--- config.mk ---
export PLATFORM = sky130hd
export DESIGN_NAME = trace_ring_capture
export DESIGN_NICKNAME = d
export VERILOG_FILES = /design/src/rtl/trc_pkg.sv /design/src/rtl/trc_ring_ptr.sv /design/src/rtl/trc_datapath.sv /design/src/rtl/trc_ctrl.sv /design/src/rtl/trc_regmux.sv /design/src/rtl/trace_ring_capture.sv
export SDC_FILE = /design/constraint.sdc
export NUM_CORES = 1
export LEC_CHECK = 0
export CAP_MARGIN = 0
export CELL_PAD_IN_SITES_DETAIL_PLACEMENT = 1
export CELL_PAD_IN_SITES_GLOBAL_PLACEMENT = 2
export CORE_MARGIN = 1
export CORE_UTILIZATION = 45
export DETAILED_ROUTE_END_ITERATION = 16
export DONT_BUFFER_PORTS = 1
export PLACE_DENSITY_LB_ADDON = 0.1
export SKIP_CTS_REPAIR_TIMING = 1
export SYNTH_ARGS = -nofsm -noshare
export SYNTH_HDL_FRONTEND = slang
export SYNTH_HIERARCHICAL = 1
export SYNTH_SLANG_ARGS = --single-unit
export TNS_END_PERCENT = 10
--- constraint.sdc ---
create_clock -name clk -period 4.6 [get_ports clk]
set_clock_uncertainty 0.15 [all_clocks]
set_input_delay 0.23 -clock clk [delete_from_list [all_inputs] [get_ports clk]]
set_output_delay 0.23 -clock clk [all_outputs]
set_load 0.01 [all_outputs]
--- src/rtl/trc_pkg.sv ---
package trc_pkg;
  localparam int REG_W = 32;
  localparam int ADDR_W = 7;

  localparam logic [ADDR_W-1:0] A_IDENT  = 7'd0;
  localparam logic [ADDR_W-1:0] A_DEPTH  = 7'd1;
  localparam logic [ADDR_W-1:0] A_WIDTH  = 7'd2;
  localparam logic [ADDR_W-1:0] A_STATUS = 7'd3;
  localparam logic [ADDR_W-1:0] A_DATA   = 7'd4;
  localparam logic [ADDR_W-1:0] A_RDPTR  = 7'd5;
  localparam logic [ADDR_W-1:0] A_WRPTR  = 7'd6;
  localparam logic [ADDR_W-1:0] A_TCOUNT = 7'd7;
  localparam logic [ADDR_W-1:0] A_CTRL   = 7'd8;

  // status bit positions (software decodes these)
  localparam int S_FULL = 0;
  localparam int S_TRIG = 1;
  localparam int S_DONE = 2;
  localparam int S_IDLE = 3;

  // strobes from control to datapath
  typedef struct packed {
    logic ramWrite;
    logic wrPtrLoad;
    logic rdPtrLoad;
    logic rdPtrStep;
    logic fullClear;
  } trcStrobe_t;
endpackage

--- src/rtl/trc_ring_ptr.sv ---
module trc_ring_ptr #(
  parameter int PTR_W = 4
) (
  input  logic             clk,
  input  logic             rstN,
  input  logic             load,
  input  logic             step,
  input  logic [PTR_W-1:0] loadVal,
  output logic [PTR_W-1:0] ptr
);
  // power-of-two depth: natural rollover gives the modulo
  always_ff @(posedge clk or negedge rstN) begin
    if (!rstN)     ptr <= '0;
    else if (load) ptr <= loadVal;
    else if (step) ptr <= ptr + PTR_W'(1);
  end
endmodule

--- src/rtl/trc_datapath.sv ---
module trc_datapath
  import trc_pkg::*;
#(
  parameter int DEPTH   = 16,
  parameter int FRAME_W = 32,
  parameter int PTR_W   = $clog2(DEPTH)
) (
  input  logic               clk,
  input  logic               rstN,
  input  trcStrobe_t         strobe,
  input  logic [FRAME_W-1:0] frameData,
  input  logic [PTR_W-1:0]   loadVal,
  output logic [PTR_W-1:0]   wrPtr,
  output logic [PTR_W-1:0]   rdPtr,
  output logic               full,
  output logic [FRAME_W-1:0] rdFrame
);
  localparam logic [PTR_W-1:0] LAST_SLOT = PTR_W'(DEPTH - 1);

  logic [FRAME_W-1:0] ringMem [DEPTH];

  trc_ring_ptr #(.PTR_W(PTR_W)) u_wrPtr (
    .clk(clk), .rstN(rstN),
    .load(strobe.wrPtrLoad), .step(strobe.ramWrite),
    .loadVal(loadVal), .ptr(wrPtr)
  );

  trc_ring_ptr #(.PTR_W(PTR_W)) u_rdPtr (
    .clk(clk), .rstN(rstN),
    .load(strobe.rdPtrLoad), .step(strobe.rdPtrStep),
    .loadVal(loadVal), .ptr(rdPtr)
  );

  always_ff @(posedge clk) begin
    if (strobe.ramWrite) ringMem[wrPtr] <= frameData;
  end

  assign rdFrame = ringMem[rdPtr];

  always_ff @(posedge clk or negedge rstN) begin
    if (!rstN)                                         full <= 1'b0;
    else if (strobe.fullClear)                         full <= 1'b0;
    else if (strobe.ramWrite && (wrPtr == LAST_SLOT))  full <= 1'b1;
  end
endmodule

--- src/rtl/trc_ctrl.sv ---
module trc_ctrl
  import trc_pkg::*;
#(
  parameter int PTR_W = 4
) (
  input  logic              clk,
  input  logic              rstN,
  input  logic              frameValid,
  input  logic              trigIn,
  input  logic              regWrEn,
  input  logic              regRdEn,
  input  logic [ADDR_W-1:0] regAddr,
  input  logic [REG_W-1:0]  regWrData,
  input  logic              full,
  output trcStrobe_t        strobe,
  output logic [PTR_W-1:0]  loadVal,
  output logic [REG_W-1:0]  statusWord,
  output logic [REG_W-1:0]  ctrlWord,
  output logic [REG_W-1:0]  trigCount
);
  logic capEn, demuxSel, triggered, acqDone;
  logic capturing, trigAccept, postTrigStore, countHitsEnd;
  logic wrCtrl, wrCount, armWrite;

  assign capturing     = capEn && !acqDone;
  assign wrCtrl        = regWrEn && (regAddr == A_CTRL);
  assign wrCount       = regWrEn && (regAddr == A_TCOUNT);
  assign armWrite      = wrCtrl && regWrData[0];
  assign trigAccept    = trigIn && capturing && !triggered;
  assign postTrigStore = triggered && capturing && frameValid;
  assign countHitsEnd  = (trigCount <= REG_W'(1));

  always_comb begin
    strobe.ramWrite  = capturing && frameValid;
    strobe.wrPtrLoad = regWrEn && (regAddr == A_WRPTR);
    strobe.rdPtrLoad = regWrEn && (regAddr == A_RDPTR);
    strobe.rdPtrStep = regRdEn && (regAddr == A_DATA);
    strobe.fullClear = strobe.wrPtrLoad || armWrite;
  end

  assign loadVal = regWrData[PTR_W-1:0];

  always_ff @(posedge clk or negedge rstN) begin
    if (!rstN) begin
      capEn    <= 1'b0;
      demuxSel <= 1'b0;
    end else if (wrCtrl) begin
      capEn    <= regWrData[0];
      demuxSel <= regWrData[1];
    end
  end

  always_ff @(posedge clk or negedge rstN) begin
    if (!rstN) begin
      triggered <= 1'b0;
      acqDone   <= 1'b0;
    end else if (armWrite) begin
      triggered <= 1'b0;
      acqDone   <= 1'b0;
    end else begin
      if (trigAccept) begin
        triggered <= 1'b1;
        if (trigCount == '0) acqDone <= 1'b1;
      end else if (postTrigStore && countHitsEnd) begin
        acqDone <= 1'b1;
      end
    end
  end

  always_ff @(posedge clk or negedge rstN) begin
    if (!rstN)                                   trigCount <= '0;
    else if (wrCount)                            trigCount <= regWrData;
    else if (postTrigStore && trigCount != '0)   trigCount <= trigCount - REG_W'(1);
  end

  always_comb begin
    statusWord         = '0;
    statusWord[S_FULL] = full;
    statusWord[S_TRIG] = triggered;
    statusWord[S_DONE] = acqDone;
    statusWord[S_IDLE] = !capturing;
    ctrlWord           = '0;
    ctrlWord[0]        = capEn;
    ctrlWord[1]        = demuxSel;
  end
endmodule

--- src/rtl/trc_regmux.sv ---
module trc_regmux
  import trc_pkg::*;
#(
  parameter int          DEPTH    = 16,
  parameter int          FRAME_W  = 32,
  parameter int          PTR_W    = 4,
  parameter logic [31:0] ID_VALUE = 32'h7C0B_0011
) (
  input  logic [ADDR_W-1:0]  regAddr,
  input  logic [REG_W-1:0]   statusWord,
  input  logic [REG_W-1:0]   ctrlWord,
  input  logic [REG_W-1:0]   trigCount,
  input  logic [PTR_W-1:0]   wrPtr,
  input  logic [PTR_W-1:0]   rdPtr,
  input  logic [FRAME_W-1:0] rdFrame,
  output logic [REG_W-1:0]   regRdData
);
  always_comb begin
    unique case (regAddr)
      A_IDENT:  regRdData = ID_VALUE;
      A_DEPTH:  regRdData = REG_W'(DEPTH);
      A_WIDTH:  regRdData = REG_W'(FRAME_W);
      A_STATUS: regRdData = statusWord;
      A_DATA:   regRdData = REG_W'(rdFrame);
      A_RDPTR:  regRdData = REG_W'(rdPtr);
      A_WRPTR:  regRdData = REG_W'(wrPtr);
      A_TCOUNT: regRdData = trigCount;
      A_CTRL:   regRdData = ctrlWord;
      default:  regRdData = '0;
    endcase
  end
endmodule

--- src/rtl/trace_ring_capture.sv ---
module trace_ring_capture
  import trc_pkg::*;
#(
  parameter int          DEPTH    = 16,
  parameter int          FRAME_W  = 32,
  parameter logic [31:0] ID_VALUE = 32'h7C0B_0011
) (
  input  logic               clk,
  input  logic               rstN,
  input  logic               frameValid,
  input  logic [FRAME_W-1:0] frameData,
  input  logic               trigIn,
  input  logic               regWrEn,
  input  logic               regRdEn,
  input  logic [6:0]         regAddr,
  input  logic [31:0]        regWrData,
  output logic [31:0]        regRdData
);
  localparam int PTR_W = $clog2(DEPTH);

  trcStrobe_t         strobe;
  logic [PTR_W-1:0]   loadVal, wrPtr, rdPtr;
  logic               full;
  logic [FRAME_W-1:0] rdFrame;
  logic [REG_W-1:0]   statusWord, ctrlWord, trigCount;

  trc_ctrl #(.PTR_W(PTR_W)) u_ctrl (
    .clk(clk), .rstN(rstN), .frameValid(frameValid), .trigIn(trigIn),
    .regWrEn(regWrEn), .regRdEn(regRdEn), .regAddr(regAddr),
    .regWrData(regWrData), .full(full), .strobe(strobe), .loadVal(loadVal),
    .statusWord(statusWord), .ctrlWord(ctrlWord), .trigCount(trigCount)
  );

  trc_datapath #(.DEPTH(DEPTH), .FRAME_W(FRAME_W), .PTR_W(PTR_W)) u_dp (
    .clk(clk), .rstN(rstN), .strobe(strobe), .frameData(frameData),
    .loadVal(loadVal), .wrPtr(wrPtr), .rdPtr(rdPtr), .full(full),
    .rdFrame(rdFrame)
  );

  trc_regmux #(.DEPTH(DEPTH), .FRAME_W(FRAME_W), .PTR_W(PTR_W),
               .ID_VALUE(ID_VALUE)) u_mux (
    .regAddr(regAddr), .statusWord(statusWord), .ctrlWord(ctrlWord),
    .trigCount(trigCount), .wrPtr(wrPtr), .rdPtr(rdPtr), .rdFrame(rdFrame),
    .regRdData(regRdData)
  );
endmodule

==> results.ini, run 1 <==
[detailed_routing]
dr.first_iter.drc_count = 1045
ant_nets = 0
route.detailed.drc = 0
route.final.wire_length_mm = 62.3
drtPass1Iterations = 5
vias = 12700
route.detailed.vias_per_inst = 5.90
routedWlPerCell_um = 29.0

[sta]
finalHoldViolations = 2
slew-limit-headroom_pct = 28.0
worst_tran_pin_value_ns = 1.08
drv_slew = 0
timing.final.crit_share_pct = 82.2
fin_setup_tns_ns = 0
fmax_mhz = 265
final.hold.worst_slack_ns = -0.0342
min_period_ns = 3.78
final-setup-viol-count = 0
rsz0062_at_grt = false

[setup_path]
setup.worst_path.start_class = flip-flop
crit_fanout = 26
longest_individual_stage_delay_on_the_worst_path_ns = 0.79
ff2ff_setup_slack_ns = 1.33
regToRegStartpoint = u_ctrl/trigCount[23]$_DFFE_PN0P_
critPathSlowestCell = sky130_fd_sc_hd__dfrtp_4
timing.critical_path.to_type = output port
timing.critical_path.mode_cell = sky130_fd_sc_hd__a22oi_1
worstSetupPathType = flip-flop to output port
worst_r2r_endpoint = u_ctrl/trigCount[2]$_DFFE_PN0P_
critical_path_arrival_ns = 3.40
required_ns = 4.22
worst-r2r-cell-count = 6
cell_chain_critical_path = buf_4 -> mux4_2 -> a22oi_1 -> nand2_1 -> a22oi_1 -> o22ai_1

[clock_network]
cts_tree = built
cts_root_buf = sky130_fd_sc_hd__clkbuf_16
tritoncts_num_sinks = 557
clock_tree.htree_level_count = 2
insertion_delay_ns = 0.63
number_of_buffers_on_the_longest_clock_path = 3
cts-buffers-inserted = 57
cts.clk_slew.worst_paths_ns = 0.06

[power]
total_leakage_power_nw = 8.71
share_seq_of_total_power_pct = 48.0
power_switching_share_pct = 27.1
power_switching_w = 0.00365
p_comb_share_pct = 16.5
power_w = 0.0135
share_clk_of_total_power_pct = 35.5
power.density_cell_area_nw_per_um2 = 499
internal_power_w = 0.00985
worst_case_vdd_ir_drop_uv = 355

[yosys]
postSynth.topFlopCell = sky130_fd_sc_hd__edfxtp_1
edff_count_synth = 512
postSynthCellCount = 1326
ys_async_sr_fraction_pct = 8.08
syn_area_per_cell_um2 = 17.7
flops_latches_synth = 557
synth-seq-area-share_pct = 70.2
yosysWarningCount = 6
mappedNetlistArea_um2 = 23500
synth.lib_cells_used.distinct = 64
yosys-top-cells-area = sky130_fd_sc_hd__edfxtp_1 65%, sky130_fd_sc_hd__mux4_2 12%, sky130_fd_sc_hd__dfrtp_1 4.8%, sky130_fd_sc_hd__buf_4 2.4%, sky130_fd_sc_hd__a22oi_1 2.4%
synth_top_cell_by_area = sky130_fd_sc_hd__edfxtp_1
synth_top_area_share_pct = 65.4

[grt]
grt_antenna_before_repair = 3
grt_pass1_vias = 13200
groute.usage.overall_pct = 23.8
grt_max_degree = 58
grt_pass1_wl_mm = 90.6
grt-ovfl-total = 0

[floorplan]
die_x_extent_um = 231
initial_core_util_pct = 45.6
core_area_um2 = 51500
placement_rows = 83
fp.dieArea_um2 = 53200
io_pins = 109
die-height_um = 231

[place]
finalWeightedCongestion = 0.808
detailed_place.area_um2 = 24300
i_o_buffers = 0
dp_hpwl_mm = 37.9
placedCellCount = 1969

[outcome]
outcome = finished with violations
failing_checks = hold timing

[layout]
area_delta_synth_final_pct = 15.0
post-route-util_pct = 52.5
drive_above_1_share_pct = 21.5
nets = 1504
finalNonFillerCells = 2153
stdcell_area_um2 = 27000

[hold_path]
hp_start = regAddr[2]
min-delay-path-class = input pin to flip-flop
worst_hold_path.num_cells = 4
min_to = u_dp/u_rdPtr/ptr[0]$_DFFE_PN0P_

[job]
drv_cap = 0

[through the flow]
step / hold WS [ns] / setup WS [ns]
2_1_floorplan: -0.216 / 0.509
3_3_place_gp: -0.215 / 1.41
3_5_place_dp: -0.214 / 1.40
4_1_cts: -0.887 / 0.797
5_1_grt: 0.0208 / 0.643
6_report: -0.0342 / 0.820
[synth_stat cells, types with 6 or more instances]
cell and n:
sky130_fd_sc_hd__nor2_1 66, sky130_fd_sc_hd__o31ai_1 9, sky130_fd_sc_hd__nand3b_1 6, sky130_fd_sc_hd__or4_1 13
sky130_fd_sc_hd__inv_1 8, sky130_fd_sc_hd__mux2i_1 20, sky130_fd_sc_hd__mux4_2 129, sky130_fd_sc_hd__dfrtp_1 45
sky130_fd_sc_hd__buf_4 76, sky130_fd_sc_hd__mux2_2 6, sky130_fd_sc_hd__or3_1 17, sky130_fd_sc_hd__a21boi_0 8
sky130_fd_sc_hd__nor2b_1 6, sky130_fd_sc_hd__a31oi_1 24, sky130_fd_sc_hd__nand2b_1 6, sky130_fd_sc_hd__nand2_1 71
sky130_fd_sc_hd__nor3_1 10, sky130_fd_sc_hd__o22ai_1 7, sky130_fd_sc_hd__clkbuf_1 32, sky130_fd_sc_hd__a221o_2 15
sky130_fd_sc_hd__buf_2 19, sky130_fd_sc_hd__xnor2_1 9, sky130_fd_sc_hd__o21ai_0 35, sky130_fd_sc_hd__nor4_1 9
sky130_fd_sc_hd__edfxtp_1 512, sky130_fd_sc_hd__nand3_1 12, sky130_fd_sc_hd__a22oi_1 74, sky130_fd_sc_hd__buf_1 9
[cell usage in the layout, fill, tap and decap left out, drive strengths merged, types with 7 or more instances in the layout]
| master | Yosys | routed |
|---|---|---|
| clkbuf | 32 | 67 |
| or3 | 17 | 17 |
| bufinv | 0 | 9 |
| nand2 | 71 | 71 |
| buf | 107 | 46 |
| dlygate4sd3 | 0 | 73 |
| o22ai | 7 | 7 |
| conb | 1 | 58 |
| nor2 | 66 | 66 |
| nor3 | 11 | 11 |
| a22oi | 74 | 74 |
| o31ai | 9 | 9 |
| clkinv | 0 | 25 |
| mux4 | 129 | 129 |
| inv | 8 | 10 |
| dfrtp | 45 | 45 |
| edfxtp | 512 | 512 |
| o21ai | 35 | 35 |
| a31oi | 24 | 24 |
| xnor2 | 9 | 9 |
| a221o | 19 | 19 |
| mux2i | 20 | 20 |
| nand3 | 12 | 12 |
| a21boi | 8 | 8 |
| or4 | 16 | 16 |
| nor4 | 11 | 11 |
[final cells by class]
type	count	area, um2
antenna	4	10.0
sequential	557	16500
tap	680	851
clock inverter	39	455
multi-input combinational	679	6480
inverter	8	30.0
timing repair buffer	119	1220
clock buffer	67	1490
fill	4684	24500
[cells by family (layout without fill, tap and decap cells)]
family                   after synthesis  after routing  synth area share (%)
flip-flops                           557            557                  70.2
adder cells (fa/ha/maj)                5              5                 0.266
other                                  1             62                0.0160
buffers and inverters                147            233                  3.76
AND/OR/NAND/NOR                      243            243                  5.40
AO/OA/AOI/OAI                        207            207                  6.46
XOR/XNOR                              11             11                 0.410
multiplexers                         155            155                  13.5
[registers in the layout, summed over array words and instances (netlist names)]
name / flops
u_ctrl/demuxSel: 1
u_ctrl/capEn: 1
u_ctrl/triggered: 1
u_dp/u_wrPtr/ptr: 4
u_ctrl/trigCount: 32
u_dp/ringMem: 512
u_dp/u_rdPtr/ptr: 4
u_ctrl/acqDone: 1
u_dp/full: 1
[critical path, delay by kind of cell, from the launching register on]
family                 cells  cell delay, ns
AOI/OAI and AO/OA          3            0.72
buffers and inverters      1            0.46
DFF                        1            0.79
muxes                      1            0.56
and+or+nand+nor            1            0.24
[worst max path at each step]
| stage | start | end | depth (start not counted) |
|---|---|---|---|
| after floorplan | u_ctrl/acqDone$_DFFE_PN0P_ | u_dp/ringMem[0][0]$_DFFE_PP_ | 4 |
| after global placement | u_ctrl/trigCount[23]$_DFFE_PN0P_ | u_ctrl/trigCount[5]$_DFFE_PN0P_ | 6 |
| after detailed placement | u_ctrl/trigCount[23]$_DFFE_PN0P_ | u_ctrl/trigCount[5]$_DFFE_PN0P_ | 6 |
| after CTS | u_dp/u_rdPtr/ptr[0]$_DFFE_PN0P_ | regRdData[14] | 5 |
| after global routing | u_dp/u_rdPtr/ptr[0]$_DFFE_PN0P_ | regRdData[8] | 5 |
| final | u_dp/u_rdPtr/ptr[0]$_DFFE_PN0P_ | regRdData[4] | 6 |
[power groups by stage]
stage          logic (W)  clock network (W)  registers (W)
6_report         0.00223            0.00480        0.00648
2_1_floorplan    0.00148                  0        0.00641
3_3_place_gp     0.00210                  0        0.00655
4_1_cts          0.00213            0.00490        0.00648
3_5_place_dp     0.00212                  0        0.00658
5_1_grt          0.00240            0.00506        0.00654
[metal layers]
layer  share of wire (%)  vias to the layer above  GRT usage (%)
met3                 4.7                       84           4.45
met2                  49                      332           39.5
li1                    -                     5514              -
met5                   0                        -              0
met1                  44                     6767           32.0
met4                 2.2                        0           7.16
No activity file was read; power rests on OpenSTA's default activity.
==> run 2, diff against run 1 <==
Settings changed: CORE_UTILIZATION 45 to 44.
Clock period 4.6 ns to 3.2 ns, I/O delays scaled along.
==> run 2 against run 1 <==
- design area increased by 3.6%
- largest power group unchanged
- worst hold slack better by 0.028 ns
- total power up 47%
- die area increased by 2.3%
- global-route usage fell by 0.68 points
- cell count grew 2.5%
- sequential power rose by 42%
- count of clock-buffer cells in the layout is 1 higher
- critical path depth increased by 1
- the flow finishes with violations (hold timing, setup timing)
- clock power up 42%
- first-iteration DRC count shrank 15%
- combinational power is 72% higher
==> results.ini, run 2 (synthesis results as in run 1) <==
[sta]
fin_setup_tns_ns = -0.00575  ; -0.00575 ns
min_period_ns = 3.20
fmax_mhz = 312
slew-limit-headroom_pct = 48.9  ; +21 points
final.hold.worst_slack_ns = -0.00624  ; +0.0279 ns
timing.final.ws_setup_ns = -0.00313  ; -0.823 ns
worst_tran_pin_value_ns = 0.766  ; -0.314 ns
final-setup-viol-count = 2  ; +2
finalHoldViolations = 12  ; +10
drv_slew = 0  ; unchanged
rsz0062_at_grt = true
timing.final.crit_share_pct = 100

[setup_path]
critPathSlowestCell = sky130_fd_sc_hd__mux4_2
worstSetupPathType = flip-flop to output port
longest_individual_stage_delay_on_the_worst_path_ns = 0.51  ; -0.28 ns
setup.worst_path.start_class = flip-flop
crit_fanout = 17  ; -35%
timing.critical_path.to_type = output port
cp_startpoint = u_dp/u_rdPtr/ptr[0]$_DFFE_PN0P_
cp_top_family = compound AO/OA/AOI/OAI gates
cell_chain_critical_path = buf_12 -> buf_16 -> buf_4 -> mux4_2 -> a22oi_2 -> nand2_2 -> a221o_2
regToRegStartpoint = u_ctrl/trigCount[23]$_DFFE_PN0P_
critical_path_arrival_ns = 2.89  ; -0.51 ns
crit_buf_inv = 3  ; +2
required_ns = 2.89  ; -1.33 ns

[layout]
top_register = u_dp/ringMem
stdcell_area_um2 = 28000  ; +3.6%
largest_register_ffs = 512  ; unchanged
layout_common_cells = 512 x sky130_fd_sc_hd__edfxtp_1, 129 x sky130_fd_sc_hd__mux4_2, 77 x sky130_fd_sc_hd__dlygate4sd3_1, 59 x sky130_fd_sc_hd__clkbuf_16, 58 x sky130_fd_sc_hd__conb_1
drive_above_1_share_pct = 27.3  ; +5.8 points
nets = 1549  ; +3.0%
reg.largest.list = u_dp/ringMem: 512 flops, u_ctrl/trigCount: 32 flops
final_common_cell = sky130_fd_sc_hd__edfxtp_1
area_delta_synth_final_pct = 19.2

[clock_network]
tritoncts_num_sinks = 557  ; unchanged
cts_tree = built
clock_tree.htree_level_count = 2  ; unchanged
insertion_delay_ns = 0.62  ; about the same
cts-buffers-inserted = 57  ; unchanged
cts_root_buf = sky130_fd_sc_hd__clkbuf_16
cts.clk_slew.worst_paths_ns = 0.06  ; about the same
number_of_buffers_on_the_longest_clock_path = 3  ; unchanged

[power]
internal_power_w = 0.0144  ; +47%
share_seq_of_total_power_pct = 46.4  ; -1.6 points
share_clk_of_total_power_pct = 34.3  ; -1.2 points
power_switching_share_pct = 27.3  ; +0.25 points
power_switching_w = 0.00543  ; +48%
total_leakage_power_nw = 9.05  ; +3.9%
p_comb_share_pct = 19.3  ; +2.8 points
power.density_cell_area_nw_per_um2 = 709  ; +42%
worst_case_vdd_ir_drop_uv = 428  ; +20%

[place]
detailed_place.area_um2 = 24700  ; +1.6%
finalWeightedCongestion = 0.779  ; -3.5%
dp_hpwl_mm = 35.7  ; -5.8%
i_o_buffers = 0  ; unchanged

[detailed_routing]
drtPass1Iterations = 4  ; -1
route.detailed.drc = 0  ; unchanged
ant_nets = 0  ; unchanged
route.final.wire_length_mm = 63.2  ; +1.4%
routedWlPerCell_um = 28.7  ; -1.0%
vias = 12900  ; +1.3%
route.detailed.vias_per_inst = 5.83  ; -1.1%
dr.first_iter.drc_count = 888  ; -15%

[floorplan]
fp.dieArea_um2 = 54400  ; +2.3%
initial_core_util_pct = 44.6  ; -0.99 points
die_x_extent_um = 233  ; +1.1%
die-height_um = 233  ; +1.1%
io_pins = 109  ; unchanged
core_area_um2 = 52700  ; +2.2%
placement_rows = 84  ; +1.2%

[grt]
grt-ovfl-total = 0  ; unchanged
grt_pass1_vias = 13000  ; -1.8%
groute.usage.overall_pct = 23.1  ; -0.68 points
grt_max_degree = 52  ; -10%
grt_pass1_wl_mm = 89.3  ; -1.5%
grt_antenna_before_repair = 6  ; +3

[hold_path]
min-delay-path-class = input pin to asynchronous set/reset pin

[outcome]
outcome = finished with violations
failing_checks = hold timing, setup timing

[job]
drv_cap = 0  ; unchanged

==> run 2: cell types whose count changed in the layout (fill, tap and decap cells not counted), moves of 4 or more <==
cell	delta
sky130_fd_sc_hd__a22oi_1	-29
sky130_fd_sc_hd__a22oi_2	+29
sky130_fd_sc_hd__buf_12	+19
sky130_fd_sc_hd__nand2_1	-18
sky130_fd_sc_hd__nand2_2	+18
sky130_fd_sc_hd__buf_4	+9
sky130_fd_sc_hd__buf_16	+5
sky130_fd_sc_hd__buf_6	+5
sky130_fd_sc_hd__o22ai_1	-5
sky130_fd_sc_hd__o22ai_2	+5
sky130_fd_sc_hd__dlygate4sd3_1	+4
==> run 2: path summary, 6_finish.rpt <==
check,endpoint,slack (ns),cells past startpoint
setup / recovery,regRdData[6],-0.003,7
min in group clk,u_ctrl/acqDone$_DFFE_PN0P_,0.01,5
hold / removal,u_dp/u_wrPtr/ptr[2]$_DFFE_PN0P_,-0.006,3
hold reg to reg,u_dp/full$_DFFE_PN0P_,0.37,1
setup reg to reg,u_ctrl/trigCount[0]$_DFFE_PN0P_,0.36,6
max in group asynchronous,u_ctrl/trigCount[22]$_DFFE_PN0P_,2.66,3
==> run 2: worst min-delay path: stages <==
cell,delay (ns)
sky130_fd_sc_hd__dlygate4sd3_1,0.61
sky130_fd_sc_hd__buf_16,0.13
sky130_fd_sc_hd__buf_16,0.24
==> run 2: per-layer routing <==
layer  routed length, um  track usage, %  vias up  part of all wire (%)
met2               30800            38.1      326                    49
met4                1080            5.27        4                   1.7
met5                  31               0        -                 0.049
li1                    -               -     5613                     -
met1               28500            32.3     6849                    45
met3                2830            3.72       76                   4.5
==> run 2: area by class of cell <==
type,instances,area (um2)
Antenna cell,2,5.00
Clock buffer,68,1480
Clock inverter,40,457
Fill cell,4752,24600
Inverter,8,30.0
Multi-Input combinational cell,679,6720
Sequential cell,557,16500
Tap cell,688,861
Timing Repair Buffer,164,1970
==> run 2: through the flow <==
step	cells	power, W	util (%)	worst slack, ns	hold slack, ns
2_1_floorplan	1383	0.0113	-	-0.562	-0.286
3_3_place_gp	1994	0.0127	46.9	0.364	-0.284
3_5_place_dp	1994	0.0127	46.9	0.328	-0.284
4_1_cts	2102	0.0196	50.6	-0.344	-0.950
5_1_grt	2205	0.0206	53.2	-0.120	0.00639
6_report	2206	0.0199	53.2	-0.00313	-0.00624
==> run 2: power by group through the flow <==
stage          clock (W)  sequential (W)  combinational, W
6_report         0.00682         0.00922           0.00383
5_1_grt          0.00718         0.00930           0.00410
4_1_cts          0.00695         0.00925           0.00336
3_5_place_dp           0         0.00940           0.00335
3_3_place_gp           0         0.00937           0.00332
2_1_floorplan          0         0.00922           0.00213
